<file path="config.mk">
export PLATFORM = sky130hd
export DESIGN_NAME = isc_mode_fsm
export DESIGN_NICKNAME = d
export VERILOG_FILES = /design/src/rtl/isc_mode_pkg.sv /design/src/rtl/isc_trig_decode.sv /design/src/rtl/isc_mode_next.sv /design/src/rtl/isc_mode_fsm.sv
export SDC_FILE = /design/constraint.sdc
export NUM_CORES = 1
export LEC_CHECK = 0
export ABC_CLOCK_PERIOD_IN_PS = 1900
export BUFFER_PORTS_ARGS = -buffer_cell sky130_fd_sc_hd__buf_4
export CELL_PAD_IN_SITES_DETAIL_PLACEMENT = 0
export CELL_PAD_IN_SITES_GLOBAL_PLACEMENT = 2
export CORE_AREA = 2 2 39 41
export DETAILED_ROUTE_END_ITERATION = 8
export DIE_AREA = 0 0 41 43
export GPL_ROUTABILITY_DRIVEN = 0
export PLACE_DENSITY = 0.73
export RECOVER_POWER = 50
export SYNTH_ARGS = -nofsm -noshare
export SYNTH_HDL_FRONTEND = slang
export SYNTH_SLANG_ARGS = --single-unit
</file>
<file path="constraint.sdc">
create_clock -name clk -period 1.9 [get_ports clk]
set_input_delay 0 -clock clk [delete_from_list [all_inputs] [get_ports clk]]
set_output_delay 0 -clock clk [all_outputs]
set_load 0.02 [all_outputs]
</file>
<file path="src/rtl/isc_mode_pkg.sv">
package isc_mode_pkg;

  localparam int MODE_W = 2;
  localparam int ICLS_W = 2;

  typedef enum logic [MODE_W-1:0] {
    MODE_UNPROG = 2'b00,
    MODE_ACCESS = 2'b01,
    MODE_FINISH = 2'b10,
    MODE_OPER   = 2'b11
  } isc_mode_e;

  typedef enum logic [ICLS_W-1:0] {
    ICLS_TEST    = 2'b00,
    ICLS_OTHER   = 2'b01,
    ICLS_ENABLE  = 2'b10,
    ICLS_DISABLE = 2'b11
  } isc_icls_e;

  typedef struct packed {
    logic tlr;        // test-logic-reset seen
    logic ena_exec;   // enable instruction executed
    logic dis_exec;   // disable instruction executed
    logic leave_load; // non-test, non-disable instruction loaded
  } isc_trig_t;

  // Resolution of the finish mode.
  function automatic isc_mode_e settle_mode(input logic done);
    return done ? MODE_OPER : MODE_UNPROG;
  endfunction

  // Next-mode rule; reset has priority over every instruction trigger.
  function automatic isc_mode_e next_mode(input isc_mode_e cur,
                                          input isc_trig_t trg,
                                          input logic done);
    isc_mode_e nxt;
    nxt = cur;
    unique case (cur)
      MODE_UNPROG, MODE_OPER: if (!trg.tlr && trg.ena_exec) nxt = MODE_ACCESS;
      MODE_ACCESS:            if (!trg.tlr && trg.dis_exec) nxt = MODE_FINISH;
      MODE_FINISH:            if (trg.tlr || trg.leave_load) nxt = settle_mode(done);
      default:                nxt = cur;
    endcase
    return nxt;
  endfunction

endpackage

</file>
<file path="src/rtl/isc_trig_decode.sv">
module isc_trig_decode
  import isc_mode_pkg::*;
(
  input  logic              clk,
  input  logic              rst_n,
  input  logic              tlr_i,
  input  logic              ir_load_i,
  input  logic              ir_exec_i,
  input  logic [ICLS_W-1:0] icls_i,
  output isc_trig_t         trig_o
);

  isc_icls_e cls;
  logic      is_test;
  logic      ena_exec;
  logic      dis_exec;
  logic      leave_load;

  assign cls        = isc_icls_e'(icls_i);
  assign is_test    = (cls == ICLS_TEST);
  assign ena_exec   = ir_exec_i && (cls == ICLS_ENABLE);
  assign dis_exec   = ir_exec_i && (cls == ICLS_DISABLE);
  assign leave_load = ir_load_i && !is_test && (cls != ICLS_DISABLE);

  always_comb begin
    trig_o            = '0;
    trig_o.tlr        = tlr_i;
    trig_o.ena_exec   = ena_exec;
    trig_o.dis_exec   = dis_exec;
    trig_o.leave_load = leave_load;
  end

  AST_TEST_NO_TRIG: assert property (@(posedge clk) disable iff (!rst_n)
    (icls_i == 2'b00) |-> !(trig_o.ena_exec || trig_o.dis_exec || trig_o.leave_load));

  AST_TRIG_EXCLUSIVE: assert property (@(posedge clk) disable iff (!rst_n)
    $countones({trig_o.ena_exec, trig_o.dis_exec}) <= 1);

endmodule

</file>
<file path="src/rtl/isc_mode_next.sv">
module isc_mode_next
  import isc_mode_pkg::*;
(
  input  isc_mode_e cur_i,
  input  isc_trig_t trig_i,
  input  logic      done_i,
  output isc_mode_e nxt_o,
  output logic      moving_o
);

  assign nxt_o    = next_mode(cur_i, trig_i, done_i);
  assign moving_o = (nxt_o != cur_i);

endmodule

</file>
<file path="src/rtl/isc_mode_fsm.sv">
module isc_mode_fsm
  import isc_mode_pkg::*;
(
  input  logic              clk,
  input  logic              rst_n,
  input  logic              tlr_i,
  input  logic              ir_load_i,
  input  logic              ir_exec_i,
  input  logic [ICLS_W-1:0] icls_i,
  input  logic              done_i,
  output logic              isc_enabled_o,
  output logic [MODE_W-1:0] mode_o,
  output logic              io_safe_o
);

  isc_trig_t trig;
  isc_mode_e mode_q;
  isc_mode_e mode_d;
  logic      moving;

  isc_trig_decode u_decode (
    .clk       (clk),
    .rst_n     (rst_n),
    .tlr_i     (tlr_i),
    .ir_load_i (ir_load_i),
    .ir_exec_i (ir_exec_i),
    .icls_i    (icls_i),
    .trig_o    (trig)
  );

  isc_mode_next u_next (
    .cur_i    (mode_q),
    .trig_i   (trig),
    .done_i   (done_i),
    .nxt_o    (mode_d),
    .moving_o (moving)
  );

  always_ff @(posedge clk or negedge rst_n) begin
    if (!rst_n) mode_q <= MODE_UNPROG;
    else if (moving) mode_q <= mode_d;
  end

  assign mode_o        = mode_q;
  assign isc_enabled_o = (mode_q == MODE_ACCESS);
  assign io_safe_o     = (mode_q != MODE_OPER);

  AST_ENABLE_ENTRY: assert property (@(posedge clk) disable iff (!rst_n)
    ((mode_o == 2'b00 || mode_o == 2'b11) && ir_exec_i && icls_i == 2'b10 && !tlr_i)
    |=> (mode_o == 2'b01 && isc_enabled_o));

  AST_DISABLE_EXIT: assert property (@(posedge clk) disable iff (!rst_n)
    (mode_o == 2'b01 && ir_exec_i && icls_i == 2'b11 && !tlr_i) |=> mode_o == 2'b10);

  AST_FINISH_DONE: assert property (@(posedge clk) disable iff (!rst_n)
    (mode_o == 2'b10 && (tlr_i || trig.leave_load) && done_i) |=> mode_o == 2'b11);

  AST_FINISH_CLEAR: assert property (@(posedge clk) disable iff (!rst_n)
    (mode_o == 2'b10 && (tlr_i || trig.leave_load) && !done_i) |=> mode_o == 2'b00);

  AST_TEST_HOLD: assert property (@(posedge clk) disable iff (!rst_n)
    (!tlr_i && icls_i == 2'b00) |=> $stable(mode_o));

  AST_TLR_PRIORITY: assert property (@(posedge clk) disable iff (!rst_n)
    (tlr_i && mode_o != 2'b10) |=> $stable(mode_o));

  AST_SAFE_WHEN_ENABLED: assert property (@(posedge clk) disable iff (!rst_n)
    isc_enabled_o |-> io_safe_o);

endmodule

</file>
---- Word-level counts from Yosys, hierarchy flattened ----
Cells that the tools add are included.
cells by class
  muxes and demuxes ....................... 5
  reductions and logical operators ........ 12
  equal/unequal tests ..................... 8
operators by type and width
  kind                                            number
  == test 2 bit (second input constant)           4
  two-way mux 2 bit                               4
  logical AND 1 bit                               6
  one-hot mux 2 bit (3 select lines)              1
  zero test 2 bit                                 2
  != test 2 bit (second input constant)           2
  == test 2 x 1 -> 1 bit (second input constant)  1
  zero test 1 bit                                 2
  != test 2 bit                                   1
  OR reduction 2 bit                              1
  logical OR 1 bit                                1
word-level totals
  word-level logic and storage cells ...... 26
  bits of input ports ..................... 8
  register bits ........................... 2

---- Logic depth before layout (Yosys ltp) ----
Gate-level depths: netlist of the first run.
  depth in word-level cells ............... 8
  depth in mapped cells ................... 6
  mapped depth without buffers ............ 6

---- Cells and area by module ----
From an unflattened synthesis of the first run, not the netlist that was laid out.
unflattened totals
  cells, all modules ...................... 44
  area, all modules ....................... 339.1 um2
by module, submodules not included
  module           cells each  instances  area each (um2)
  isc_mode_next    29          1          196.4
  isc_mode_fsm     6           1          82.6
  isc_trig_decode  9           1          60.1

---- Worst setup path after synthesis of the first run ----
OpenSTA, ideal clock, no wires.
  path kind ............................... register -> register
  start ................................... register mode_q[0], in the netlist mode_o[0]
  end ..................................... register mode_q[0], in the netlist mode_o[0]
  arrival ................................. 1.353 ns
  clock period less this slack ............ 1.440 ns
  path slack .............................. 0.460 ns
  cell stages (with the launch flop) ...... 7
  setup time .............................. 0.087 ns
  data required time ...................... 1.813 ns
  path buffers ............................ 0
  cells stage by stage .................... dfrtp_1 -> inv_1 -> ha_1 -> nand2b_1 -> a21oi_1 -> o22ai_1 -> o211ai_1
between the ends
  word-level cells in the longest chain between the ends .. 4
  elaborated cells on any way between the ends .. 10
  those cells by class .................... eq/ne: 4; mux: 4; reduce/logical: 2
ends and longest elaborated chain
  item                                                     line                 text
  start, declared                                          isc_mode_fsm.sv:17   isc_mode_e mode_q;
  start signal, assigned                                   isc_mode_fsm.sv:41   else if (moving) mode_q <= mode_d;
  == test 2 bit / zero test 2 bit (equally long branches)  isc_mode_pkg.sv:38   unique case (cur)
  OR reduction 2 bit                                       isc_mode_pkg.sv:38
  one-hot mux 2 bit (3 select lines)                       isc_mode_pkg.sv:38
  != test 2 bit                                            isc_mode_next.sv:12  assign moving_o = (nxt_o != cur_i);
Several ways; a longest one is shown, not always the timed one.
A chain may end at the register's enable or synchronous reset.

---- Worst setup path in the final report of the first run ----
Same ends and word-level chain as after synthesis.

==> key figures, run 1 <==
Status
  – Status: finished, final reports clean

Routing
  – Initial DRC Count: 1
  – Total routed wirelength: roughly 530 um
  – # DRC: 0
  – Routed WL per cell: around 8.3 um
  – Via density: a little over 4
  – Vias: roughly 260
  – Final ANT Viol Nets: 0
  – Drt first pass iters: 2

Synth
  – Simple-gate share of the synthesized area: between 20% and 30%
  – Adder-cell share of the synthesized area: 14.9%
  – Post-synthesis compound-gate area fraction: between 30% and 40%
  – Ys Warns: 0
  – Post-synthesis mux area share: 0%
  – Syn nets: 43
  – Syn avg cell area: ~7.9 um2
  – Largest family of logic cells by synthesized area: compound AO/OA/AOI/OAI gates
  – FF+latch count, synth: 2
  – Post-synthesis sequential area ratio: between 15 and 20%
  – Unique masters post-synth: 17
  – Mapped Cells: 32
  – Xor/xnor share of the synthesized area: between 3 and 4%
  – Synthesized area: 251 um2

Timing
  – Hold_ws: ~0.1 ns
  – Final Skew: 0.00294 ns
  – FMAX: ~700 MHz
  – Final setup margin: roughly 0.47 ns
  – Final setup viols: 0
  – Max-slew headroom at the worst pin: 82.1%
  – Final hold violation count: 0
  – RSZ-0062 raised after global routing: false
  – Final Cycle Share: 75.5%
  – Setup TNS: 0 ns
  – Fin. max-slew vios: 0
  – Worst-Margin Slew: 0.268 ns
  – Final min period: around 1.4 ns

Finish
  – Finished Cell Area: roughly 380 um2
  – Layout cells sized above 1: about 28%
  – Antenna Cells: 0
  – Layout Nets: 60
  – Area grow syn2layout: 49.3%
  – Final core occ: between 20% and 30%
  – Finished Layout Cells: 63
  – Largest register FFs: 2

Setup path
  – CP max stage delay: ~0.42 ns
  – Crit-path slowest cell: dfrtp_1
  – WS Path Type: reg -> reg
  – Worst path required time: 2.04 ns
  – R2R depth: 6
  – Critical path, cell by cell: inv_1, ha_1, nand2b_1, a21oi_1, o22ai_1, o211ai_1
  – Worst Setup SP: mode_o[0]$_DFFE_PN0P_
  – Crit path capture type: flip-flop
  – Type of origin of the critical path: flip-flop
  – Critical path arrival: about 1.6 ns
  – Worst R2R Setup Slack: 0.47 ns
  – Max Fanout on Critical Path: 7
  – Critical path endpoint: mode_o[0]$_DFFE_PN0P_
  – Reg-to-reg critical path endpoint: mode_o[0]$_DFFE_PN0P_
  – Worst flop-to-flop path startpoint: mode_o[0]$_DFFE_PN0P_

Clock network
  – Clock Tree Buf Depth: 2
  – Post-CTS sizing: 0
  – Inserted Clock Buffers: 3
  – # clock sinks: 2
  – Post-CTS Hold Buffers: 1
  – Root buf cell: clkbuf_4
  – Clk slew on worst S/H paths: ~0.03 ns
  – Clock Latency Late Sink: around 0.22 ns
  – CTS tree: built
  – H-tree lvl count: 1
  – Post-CTS Setup Bufs: 0

Place
  – Area of placed instances: 354 um2
  – DP Wirelength: between 400 and 500 um
  – Port bufs: 11
  – Cell Count Post-Placement: 59
  – DP Worst Slack: about 0.47 ns

Power
  – Worst IR Drop VDD: ~0.35 mV
  – Pwr dens: 1410 mW/mm2
  – Cell leakage power: roughly 0.18 nW
  – Tot Pwr: between 0.5 and 0.6 mW

Global route
  – Vias in the first global route: between 150 and 200
  – Total Routing Usage GR: around 6.5%
  – Initial antenna violation count: 0
  – First-pass GRT wire length: 807 um
  – Largest net degree at the start of global routing: 8
  – GRT Residual Overflow: 0

Die
  – I/O pin count: 12
  – Die Area: about 0.0018 mm2
  – Core area: 0.00138 mm2
  – # rows: 14
  – DIE WIDTH: around 41 um
  – Chip Height: between 40 and 50 um
  – Initial core utilization: a little under a fifth

Worst hold path
  – Worst hold path class: in -> async

Run
  – MaxCap Viol Count: 0
worst max-delay path, delay by kind of cell, from the launching register on:
kind                     cells  cell delay [ns]
adder cells (fa/ha/maj)      1             0.37
AO/OA/AOI/OAI                3             0.32
AND/OR/NAND/NOR              1             0.17
buffers and inverters        1             0.06
flip-flops                   1             0.42
cells in the final DEF, fill, tap and decap left out:
master and count:
ha_1 3, a22oi_2 1, nand2_1 2, o211ai_1 1, o22ai_1 1, dfrtp_1 2, a21oi_1 2, a211o_1 1
nand3b_1 2, inv_1 6, o21ai_1 1, dlygate4sd3_1 1, nor2_1 1, buf_4 8, and2b_1 1, clkbuf_1 3
xor2_1 1, a221oi_2 1, clkbuf_4 3, nand2b_1 3, o21ai_0 3
layer usage:
layer	global-route usage, %	wire length, um	up-vias
met1	9.29	258	112
met4	2.00	0	0
met5	0	0	-
li1	-	-	143
met2	9.38	236	6
met3	1.57	29	0
worst min-delay path by stage:
stage                                  to  depth (start not counted)
finish              mode_o[0]$_DFFE_PN0P_                          2
global route        mode_o[0]$_DFFE_PN0P_                          2
CTS                 mode_o[0]$_DFFE_PN0P_                          2
detailed placement  mode_o[1]$_DFFE_PN0P_                          1
global placement    mode_o[1]$_DFFE_PN0P_                          1
floorplan           mode_o[0]$_DFFE_PN0P_                          0
synth_stat cells:
library cell	count	share of area [%]
nand2_1	2	3.0
a221oi_2	1	6.0
inv_1	6	9.0
a211o_1	1	3.5
nand2b_1	3	7.5
xor2_1	1	3.5
o211ai_1	1	3.0
nor2_1	1	1.5
and2b_1	1	3.0
a22oi_2	1	5.0
o22ai_1	1	2.5
o21ai_0	3	6.0
nand3b_1	2	6.0
dfrtp_1	2	20
a21oi_1	2	4.0
o21ai_1	1	2.0
ha_1	3	15
kinds of logic after synthesis:
kind of cell / count (synthesis)
xor gates and xnor gates: 1
adders and majority gates: 3
and+or+nand+nor: 9
AOI/OAI and AO/OA: 11
buffers and inverters: 6
DFF: 2
report_power, final:
group	internal [mW]	total [mW]	switching [mW]
Clock	0.0696	0.0926	0.0230
Combinational	0.149	0.335	0.186
Sequential	0.0666	0.101	0.0341
Total	0.285	0.528	0.243
final cells by class:
cell class              count  area (um2)
inverters                   6        22.5
multi-input cells          24         179
repair buffers             12        81.3
well taps                  16        20.0
fillers                   160        1010
flip-flops and latches      2        50.0
clock buffers               3        22.5
Note: power is estimated with default switching activity, not from simulation.
==> inputs of run 2 (changes only) <==
Settings changed: ABC_CLOCK_PERIOD_IN_PS 1900 to 1200, CORE_AREA 2 2 39 41 to not set, CORE_MARGIN set to 1, CORE_UTILIZATION set to 19, DIE_AREA 0 0 41 43 to not set, PLACE_DENSITY 0.73 to 0.76.
Clock period 1.9 ns to 1.2 ns, I/O delays scaled along.
==> run 2 against run 1 <==
The flow now finishes with violations (negative setup slack). Global-route usage rose by 3.2 points. Critical path depth fell by 1. Clock skew fell by 0.0024 ns.
==> key figures, run 2 (synthesis gave the netlist of run 1 again) <==
Status
  – Status: finished, violations left
  – Failing checks: negative setup slack

Finish
  – Final core occ: between 30% and 40%
  – Commonest non-fill, non-tap cell in the layout: buf_4
  – Layout Nets: between 60 and 70
  – Finished Layout Cells: between 60 and 70
  – Area grow syn2layout: 83.6%
  – Area of the multi-input gates: roughly 220 um2
  – Seq. cell area: approximately 53 um2
  – Finished Cell Area: approximately 460 um2
  – Largest register FFs: 2
  – Filler cells: between 100 and 150
  – Antenna Cells: 0
  – Most frequent cells in the layout: 14 x buf_4, 4 x inv_1, 4 x clkbuf_4
  – Layout cells sized above 1: a little under three fifths

Die
  – Die Area: about 0.0015 mm2
  – Initial core utilization: between 20% and 30%
  – Chip Height: 38.4 um
  – # rows: 12
  – Core area: 0.00117 mm2
  – DIE WIDTH: approximately 38 um
  – I/O pin count: 12

Setup path
  – Type of origin of the critical path: flip-flop
  – Critical path arrival: 1.33 ns
  – Crit path capture type: flip-flop
  – WS Path Type: reg -> reg
  – R2R depth: 5
  – Critical path, cell by cell: ha_4, nand2b_4, a21oi_2, o22ai_2, o211ai_1
  – Max Fanout on Critical Path: 6
  – Crit-path slowest cell: dfrtp_2
  – Worst path required time: 1.29 ns
  – Worst R2R Setup Slack: -0.05 ns
  – Worst flop-to-flop path startpoint: mode_o[1]$_DFFE_PN0P_
  – Worst Setup SP: mode_o[1]$_DFFE_PN0P_
  – CP max stage delay: about 0.41 ns
  – Reg-to-reg critical path endpoint: mode_o[0]$_DFFE_PN0P_

Routing
  – Final ANT Viol Nets: 0
  – Vias: 296
  – Routed WL per cell: approximately 11 um
  – Total routed wirelength: ~700 um
  – Initial DRC Count: 2
  – Via density: 4.55
  – Drt first pass iters: 2
  – # DRC: 0

Timing
  – Final setup viols: 1
  – Final setup margin: -0.0461 ns
  – Final hold violation count: 0
  – Max-slew headroom at the worst pin: around four fifths
  – Setup TNS: -0.0461 ns
  – Worst-Margin Slew: between 0.3 and 0.4 ns
  – RSZ-0062 raised after global routing: true
  – Final Skew: just under 0.0005 ns
  – Final Cycle Share: 104%
  – Fin. max-slew vios: 0
  – Hold_ws: roughly 0.12 ns
  – Final min period: around 1.2 ns
  – FMAX: between 800 and 900 MHz

Place
  – Port bufs: 11
  – Area of placed instances: 389 um2
  – DP Wirelength: roughly 500 um
  – Cell Count Post-Placement: 60
  – DP Worst Slack: -0.0488 ns

Power
  – Pwr dens: 2590 mW/mm2
  – Cell leakage power: between 0.2 and 0.25 nW
  – Worst IR Drop VDD: between 0.7 and 0.8 mV
  – Tot Pwr: 1.19 mW

Clock network
  – Root buf cell: clkbuf_4
  – CTS tree: built
  – Clk slew on worst S/H paths: roughly 0.03 ns
  – # clock sinks: 2
  – Clock Tree Buf Depth: 2
  – Inserted Clock Buffers: 3
  – Clock Latency Late Sink: between 0.2 and 0.25 ns
  – H-tree lvl count: 1

Global route
  – Vias in the first global route: about 270
  – Initial antenna violation count: 0
  – Largest net degree at the start of global routing: 8
  – Total Routing Usage GR: 9.76%
  – First-pass GRT wire length: 1.01 mm
  – GRT Residual Overflow: 0

Worst hold path
  – Worst hold path class: in -> async

Run
  – MaxCap Viol Count: 0
## run 2: changes by cell type in the layout (fill, tap and decap cells not counted), sizes merged
cell	delta
buf	+6
clkbuf	-2
## run 2: worst max-delay path by stage
| stage | end | slack, ns | cells past startpoint |
|---|---|---|---|
| 5_1_grt | mode_o[0]$_DFFE_PN0P_ | -0.11 | 5 |
| 4_1_cts | mode_o[0]$_DFFE_PN0P_ | -0.05 | 5 |
| 2_1_floorplan | mode_o[0]$_DFFE_PN0P_ | -0.06 | 6 |
| 3_5_place_dp | mode_o[0]$_DFFE_PN0P_ | -0.05 | 5 |
| 6_report | mode_o[0]$_DFFE_PN0P_ | -0.05 | 5 |
| 3_3_place_gp | mode_o[0]$_DFFE_PN0P_ | -0.03 | 5 |
## run 2: critical path, delay by kind of cell (launching register included)
family	cells	cell delay, ns
flops	1	0.41
fa+ha+maj	1	0.31
compound gates	3	0.27
simple gates	1	0.13
## run 2: area by class of cell
cell class | count | share of cell area [%]
inverters | 6 | 4.88
well taps | 14 | 3.79
flip-flops and latches | 2 | 11.4
clock buffers | 3 | 4.88
multi-input cells | 24 | 48.5
repair buffers | 16 | 26.6
## run 2: layer usage
| metal | vias up | share of wire [%] | global-route usage (%) |
|---|---|---|---|
| met1 | 142 | 40 | 9.79 |
| met5 | - | 0 | 0 |
| met3 | 0 | 1.2 | 0 |
| li1 | 150 | - | - |
| met2 | 4 | 58 | 19.9 |
| met4 | 0 | 0 | 5.17 |
## run 2: report_power, final
| group | switching, mW | internal, mW |
|---|---|---|
| combinational | 0.430 | 0.482 |
| sequential | 0.0247 | 0.112 |
| clock | 0.0361 | 0.110 |
| total | 0.491 | 0.704 |
## run 2: timing repair
item / in CTS / in global routing
pin swaps: 0 / 4
setup buffers: 0 / 1
endpoints found under the hold margin: 2 / 0
endpoints found under the setup margin: 2 / 2
gates cloned: 0 / 0
resized for setup: 2 / 5
hold buffers: 1 / 0
